===== config.mk =====
export PLATFORM = sky130hd
export DESIGN_NAME = decimal_adjust_unit
export DESIGN_NICKNAME = d
export VERILOG_FILES = /design/src/rtl/dadj_pkg.sv /design/src/rtl/dadj_packed.sv /design/src/rtl/dadj_unpacked.sv /design/src/rtl/dadj_flags.sv /design/src/rtl/decimal_adjust_unit.sv
export SDC_FILE = /design/constraint.sdc
export NUM_CORES = 1
export LEC_CHECK = 0
export BUFFER_PORTS_ARGS = -buffer_cell sky130_fd_sc_hd__buf_4
export CAP_MARGIN = 30
export CORE_UTILIZATION = 40
export DETAILED_ROUTE_END_ITERATION = 10
export PLACE_DENSITY = 0.7
export SYNTH_ARGS = -nofsm -noshare
export SYNTH_HDL_FRONTEND = slang
export SYNTH_SLANG_ARGS = --single-unit

===== constraint.sdc =====
create_clock -name vclk -period 9.35
set_input_delay 0.935 -clock vclk [all_inputs]
set_output_delay 0.935 -clock vclk [all_outputs]
set_load 0.1 [all_outputs]

===== src/rtl/dadj_pkg.sv =====
package dadj_pkg;
  typedef enum logic [1:0] {
    ADJ_PK_ADD = 2'd0,
    ADJ_PK_SUB = 2'd1,
    ADJ_UN_ADD = 2'd2,
    ADJ_UN_SUB = 2'd3
  } adj_op_e;
endpackage


===== src/rtl/dadj_packed.sv =====
// Two-digit (packed) correction step; SUBTRACT selects the borrow variant.
module dadj_packed #(
  parameter bit SUBTRACT = 1'b0,
  parameter int BYTE_W   = 8
) (
  input  logic [BYTE_W-1:0] val_i,
  input  logic              cy_i,
  input  logic              aux_i,
  output logic [BYTE_W-1:0] res_o,
  output logic              cy_o,
  output logic              aux_o
);
  localparam int NIB_W = BYTE_W / 2;
  localparam logic [NIB_W-1:0]  NIB_MAX  = NIB_W'(9);
  localparam logic [BYTE_W-1:0] LO_STEP  = BYTE_W'(6);
  localparam logic [BYTE_W-1:0] HI_STEP  = BYTE_W'(6 << NIB_W);
  localparam logic [BYTE_W-1:0] HI_LIMIT = BYTE_W'((9 << NIB_W) | 9);

  logic              lo_fix, hi_fix;
  logic [BYTE_W-1:0] mid;

  always_comb begin
    lo_fix = (val_i[NIB_W-1:0] > NIB_MAX) || aux_i;
    hi_fix = (val_i > HI_LIMIT) || cy_i;
    aux_o  = lo_fix;
  end

  generate
    if (SUBTRACT) begin : g_sub
      always_comb begin
        mid   = lo_fix ? (val_i - LO_STEP) : val_i;
        res_o = hi_fix ? (mid - HI_STEP) : mid;
        cy_o  = hi_fix || (lo_fix && (val_i < LO_STEP));
      end
    end else begin : g_add
      always_comb begin
        mid   = lo_fix ? (val_i + LO_STEP) : val_i;
        res_o = hi_fix ? (mid + HI_STEP) : mid;
        cy_o  = hi_fix;
      end
    end
  endgenerate
endmodule


===== src/rtl/dadj_unpacked.sv =====
// One-digit-per-byte correction; carry or borrow moves into the high byte.
module dadj_unpacked #(
  parameter bit SUBTRACT = 1'b0,
  parameter int BYTE_W   = 8
) (
  input  logic [BYTE_W-1:0] lo_i,
  input  logic [BYTE_W-1:0] hi_i,
  input  logic              aux_i,
  output logic [BYTE_W-1:0] lo_o,
  output logic [BYTE_W-1:0] hi_o,
  output logic              cy_o,
  output logic              aux_o
);
  localparam int NIB_W = BYTE_W / 2;
  localparam logic [NIB_W-1:0]  NIB_MAX  = NIB_W'(9);
  localparam logic [BYTE_W-1:0] LO_STEP  = BYTE_W'(6);
  localparam logic [BYTE_W-1:0] WRAP_LIM = {BYTE_W{1'b1}} - LO_STEP;
  localparam logic [BYTE_W-1:0] ONE      = BYTE_W'(1);

  logic              fix, extra;
  logic [BYTE_W-1:0] step, extra_w;

  always_comb begin
    fix     = (lo_i[NIB_W-1:0] > NIB_MAX) || aux_i;
    extra   = SUBTRACT ? (lo_i < LO_STEP) : (lo_i > WRAP_LIM);
    extra_w = {{(BYTE_W-1){1'b0}}, extra};
    step    = SUBTRACT ? (lo_i - LO_STEP) : (lo_i + LO_STEP);
    cy_o    = fix;
    aux_o   = fix;
    if (fix) begin
      lo_o = {{(BYTE_W-NIB_W){1'b0}}, step[NIB_W-1:0]};
      hi_o = SUBTRACT ? (hi_i - ONE - extra_w) : (hi_i + ONE + extra_w);
    end else begin
      lo_o = {{(BYTE_W-NIB_W){1'b0}}, lo_i[NIB_W-1:0]};
      hi_o = hi_i;
    end
  end
endmodule


===== src/rtl/dadj_flags.sv =====
module dadj_flags #(
  parameter int BYTE_W = 8
) (
  input  logic [BYTE_W-1:0] val_i,
  output logic              zf_o,
  output logic              sf_o,
  output logic              pf_o
);
  always_comb begin
    zf_o = ~|val_i;
    sf_o = val_i[BYTE_W-1];
    pf_o = ~^val_i;
  end
endmodule


===== src/rtl/decimal_adjust_unit.sv =====
module decimal_adjust_unit
  import dadj_pkg::*;
#(
  parameter int BYTE_W = 8
) (
  input  logic [1:0]        op_sel,
  input  logic [BYTE_W-1:0] al_in,
  input  logic [BYTE_W-1:0] ah_in,
  input  logic              cf_in,
  input  logic              af_in,
  output logic [BYTE_W-1:0] al_out,
  output logic [BYTE_W-1:0] ah_out,
  output logic              cf_out,
  output logic              af_out,
  output logic              zf_out,
  output logic              sf_out,
  output logic              pf_out
);
  localparam int N_VAR = 2;  // index 0 add, index 1 subtract

  logic [BYTE_W-1:0] pk_res [N_VAR];
  logic              pk_cy  [N_VAR];
  logic              pk_aux [N_VAR];
  logic [BYTE_W-1:0] un_lo  [N_VAR];
  logic [BYTE_W-1:0] un_hi  [N_VAR];
  logic              un_cy  [N_VAR];
  logic              un_aux [N_VAR];

  generate
    for (genvar g = 0; g < N_VAR; g++) begin : g_var
      dadj_packed #(.SUBTRACT(g != 0), .BYTE_W(BYTE_W)) u_pk (
        .val_i(al_in), .cy_i(cf_in), .aux_i(af_in),
        .res_o(pk_res[g]), .cy_o(pk_cy[g]), .aux_o(pk_aux[g])
      );
      dadj_unpacked #(.SUBTRACT(g != 0), .BYTE_W(BYTE_W)) u_un (
        .lo_i(al_in), .hi_i(ah_in), .aux_i(af_in),
        .lo_o(un_lo[g]), .hi_o(un_hi[g]), .cy_o(un_cy[g]), .aux_o(un_aux[g])
      );
    end
  endgenerate

  adj_op_e op;

  always_comb begin
    op = adj_op_e'(op_sel);
    unique case (op)
      ADJ_PK_ADD: begin al_out = pk_res[0]; ah_out = ah_in;    cf_out = pk_cy[0]; af_out = pk_aux[0]; end
      ADJ_PK_SUB: begin al_out = pk_res[1]; ah_out = ah_in;    cf_out = pk_cy[1]; af_out = pk_aux[1]; end
      ADJ_UN_ADD: begin al_out = un_lo[0];  ah_out = un_hi[0]; cf_out = un_cy[0]; af_out = un_aux[0]; end
      default:    begin al_out = un_lo[1];  ah_out = un_hi[1]; cf_out = un_cy[1]; af_out = un_aux[1]; end
    endcase
  end

  dadj_flags #(.BYTE_W(BYTE_W)) u_flags (
    .val_i(al_out), .zf_o(zf_out), .sf_o(sf_out), .pf_o(pf_out)
  );
endmodule


==> results.sh <==
export IMPL_status="completed"
export IMPL_grt_pass1_vias=901
export IMPL_post_drt_wl_per_cell_um=11.31
export IMPL_grt_pass1_wl_um=3760
export IMPL_syn_area_per_cell_um2=6.782
export IMPL_crit_path_end_kind="output port"
export IMPL_antenna_left=0
export IMPL_drc=0
export IMPL_place_area_um2=1265
export IMPL_via_count=1040
export IMPL_die_y_um=51.59
export IMPL_start_util_pct=43.62
export IMPL_crit_fanout=7
export IMPL_power_density_nw_per_um2=128.6
export IMPL_final_area_um2=1265
export IMPL_area_growth_pct=28.63
export IMPL_slew_viol_final=0
export IMPL_synth_warnings=0
export IMPL_crit_path_max_incr_delay_ps=350
export IMPL_gp_congestion=0.7849
export IMPL_setup_viol=0
export IMPL_multiInputGateArea_um2=865.8
export IMPL_seq_area_frac_synth_pct=0
export IMPL_hold_viol=0
export IMPL_layout_min_cycle_time_ps=4744
export IMPL_grt_usage_pct=17.52
export IMPL_cts_resized_gates=0
export IMPL_grt_max_degree=21
export IMPL_post_cts_buffers=0
export IMPL_cpMostUsedCell="ha_1"
export IMPL_die_area_um2=2661
export IMPL_hold_depth=2
export IMPL_drive_gt1_share_pct=27.43
export IMPL_worstMarginPinSlew_ps=436.8
export IMPL_register_area_um2=0
export IMPL_critPathKind="in -> out"
export IMPL_syn_inst=145
export IMPL_io_buffers=41
export IMPL_antenna_cells=0
export IMPL_clkbuf_count=0
export IMPL_antenna_found_initial=0
export IMPL_critPathRequiredTime_ps=8420
export IMPL_path_cells="buf_4, ha_1, nor4b_1, xor2_1, ha_1, nor3b_1, a221oi_1, xor2_1, a21oi_1, o21ai_0, ha_1, xnor2_1, xnor2_1, buf_4"
export IMPL_nFlopsAndLatches=0
export IMPL_fin_cells=203
export IMPL_drt_wl_total_um=2296
export IMPL_hp_class="in -> out"
export IMPL_cp_buffers_inverters=2
export IMPL_clock_fmax_mhz=210.8
export IMPL_dp_hpwl_um=1976
export IMPL_placedCellCount=203
export IMPL_crit_family="adder cells"
export IMPL_slew_headroom_pct=70.88
export IMPL_maxCapViolCount=0
export IMPL_synthesis_nets=177
export IMPL_ctsHoldBuffers=0
export IMPL_rsz0062_at_grt="false"
export IMPL_min_to="al_out[0]"
export IMPL_finalPower_w=0.0001627
export IMPL_tns_ps=0
export IMPL_dr_pass1_iters=4
export IMPL_avgViaCountPerCell=5.123
export IMPL_crit_arrival_ps=3810
export IMPL_p_leak_nw=0.6185
export IMPL_nets=209
export IMPL_cp_slowest_cell="nor4b_1"
export IMPL_dieWidth_um=51.59
export IMPL_rows=17
export IMPL_synth_cell_type_count=43
export IMPL_num_io_pins=41
export IMPL_syn_area_um2=983.4
export IMPL_period_share_pct=50.74
export IMPL_grt_overflow=0
export IMPL_vdd_ir_drop_max_mv=0.1185
export IMPL_drt_iter0_markers=13
export IMPL_startpoint_type="input port"
export IMPL_coreArea_um2=2255
export IMPL_nFillCells=234
export IMPL_hp_start="al_in[0]"
## per-layer routing
metal | vias up | wire length (um) | share of wire [%] | GRT usage, %
met4 | 0 | 0 | 0 | 0
met2 | 25 | 1121 | 49 | 33.77
met3 | 0 | 89 | 3.9 | 0.2924
li1 | 567 | - | - | -
met1 | 448 | 1086 | 47 | 22.74
met5 | - | 0 | 0 | 0
## cell usage in the layout, fill, tap and decap left out, types with 3 or more instances in the layout
cell,n
nor2_1,11
ha_1,12
inv_1,15
nor4b_1,4
buf_4,41
xor2_1,11
o21ai_0,6
xnor2_1,9
a21oi_1,9
nand3_1,3
nor3_1,4
o21a_1,4
nand2_1,13
## Yosys cell counts, types with 2 or more instances
| master | instances | share of area [%] |
|---|---|---|
| or4_1 | 2 | 1.5 |
| nor3_1 | 4 | 2.0 |
| a31oi_1 | 2 | 1.3 |
| clkbuf_1 | 4 | 1.5 |
| xnor2_1 | 9 | 8.0 |
| buf_2 | 2 | 1.0 |
| nor2_1 | 11 | 4.2 |
| nand3_1 | 3 | 1.5 |
| o21bai_1 | 2 | 1.5 |
| nor3b_1 | 2 | 1.5 |
| nand4_1 | 2 | 1.3 |
| o21a_1 | 4 | 3.1 |
| nor4b_1 | 4 | 3.6 |
| xor2_1 | 11 | 9.8 |
| mux2i_1 | 2 | 2.0 |
| buf_4 | 2 | 1.5 |
| inv_1 | 15 | 5.7 |
| clkbuf_2 | 2 | 1.0 |
| nor2b_1 | 2 | 1.3 |
| nand2_1 | 13 | 5.0 |
| a21oi_1 | 9 | 4.6 |
| ha_1 | 12 | 15 |
| o21ai_0 | 6 | 3.1 |
## metrics by stage
stage,worst slack [ps],utilization [%],hold slack [ps]
5_1_grt,4283,56.10,2211
3_5_place_dp,4590,56.10,2206
4_1_cts,4589,56.10,2207
3_3_place_gp,4633,56.10,2205
6_report,4606,56.10,2206
2_1_floorplan,2551,-,2082
## how the worst max path moves through the flow
stage,start,endpoint,cells past startpoint
after floorplan,al_in[1],pf_out,9
after global placement,al_in[3],ah_out[7],10
after detailed placement,al_in[1],pf_out,14
after CTS,al_in[1],pf_out,14
after global routing,al_in[1],pf_out,14
final,al_in[1],pf_out,14
## cell families (layout without fill, tap and decap cells)
family	after synthesis	count (layout)	share of synthesized area, %
buffers and inverters	26	56	11.96
AOI/OAI and AO/OA	33	33	22.90
adders and majority gates	13	13	16.28
xor gates and xnor gates	20	20	17.81
muxes	2	2	2.036
and+or+nand+nor	51	51	29.01
## report_power, final
group	switching, W	total, W	internal, W
Combinational	0.000121	0.000163	0.0000419
Sequential	0	0	0
Clock	0	0	0
## area by class of cell
class | count | share of cell area (%)
inverters | 15 | 4.451
multi-input cells | 119 | 68.45
well taps | 28 | 2.770
repair buffers | 41 | 24.33
Power figures use the tool's default switching activity.
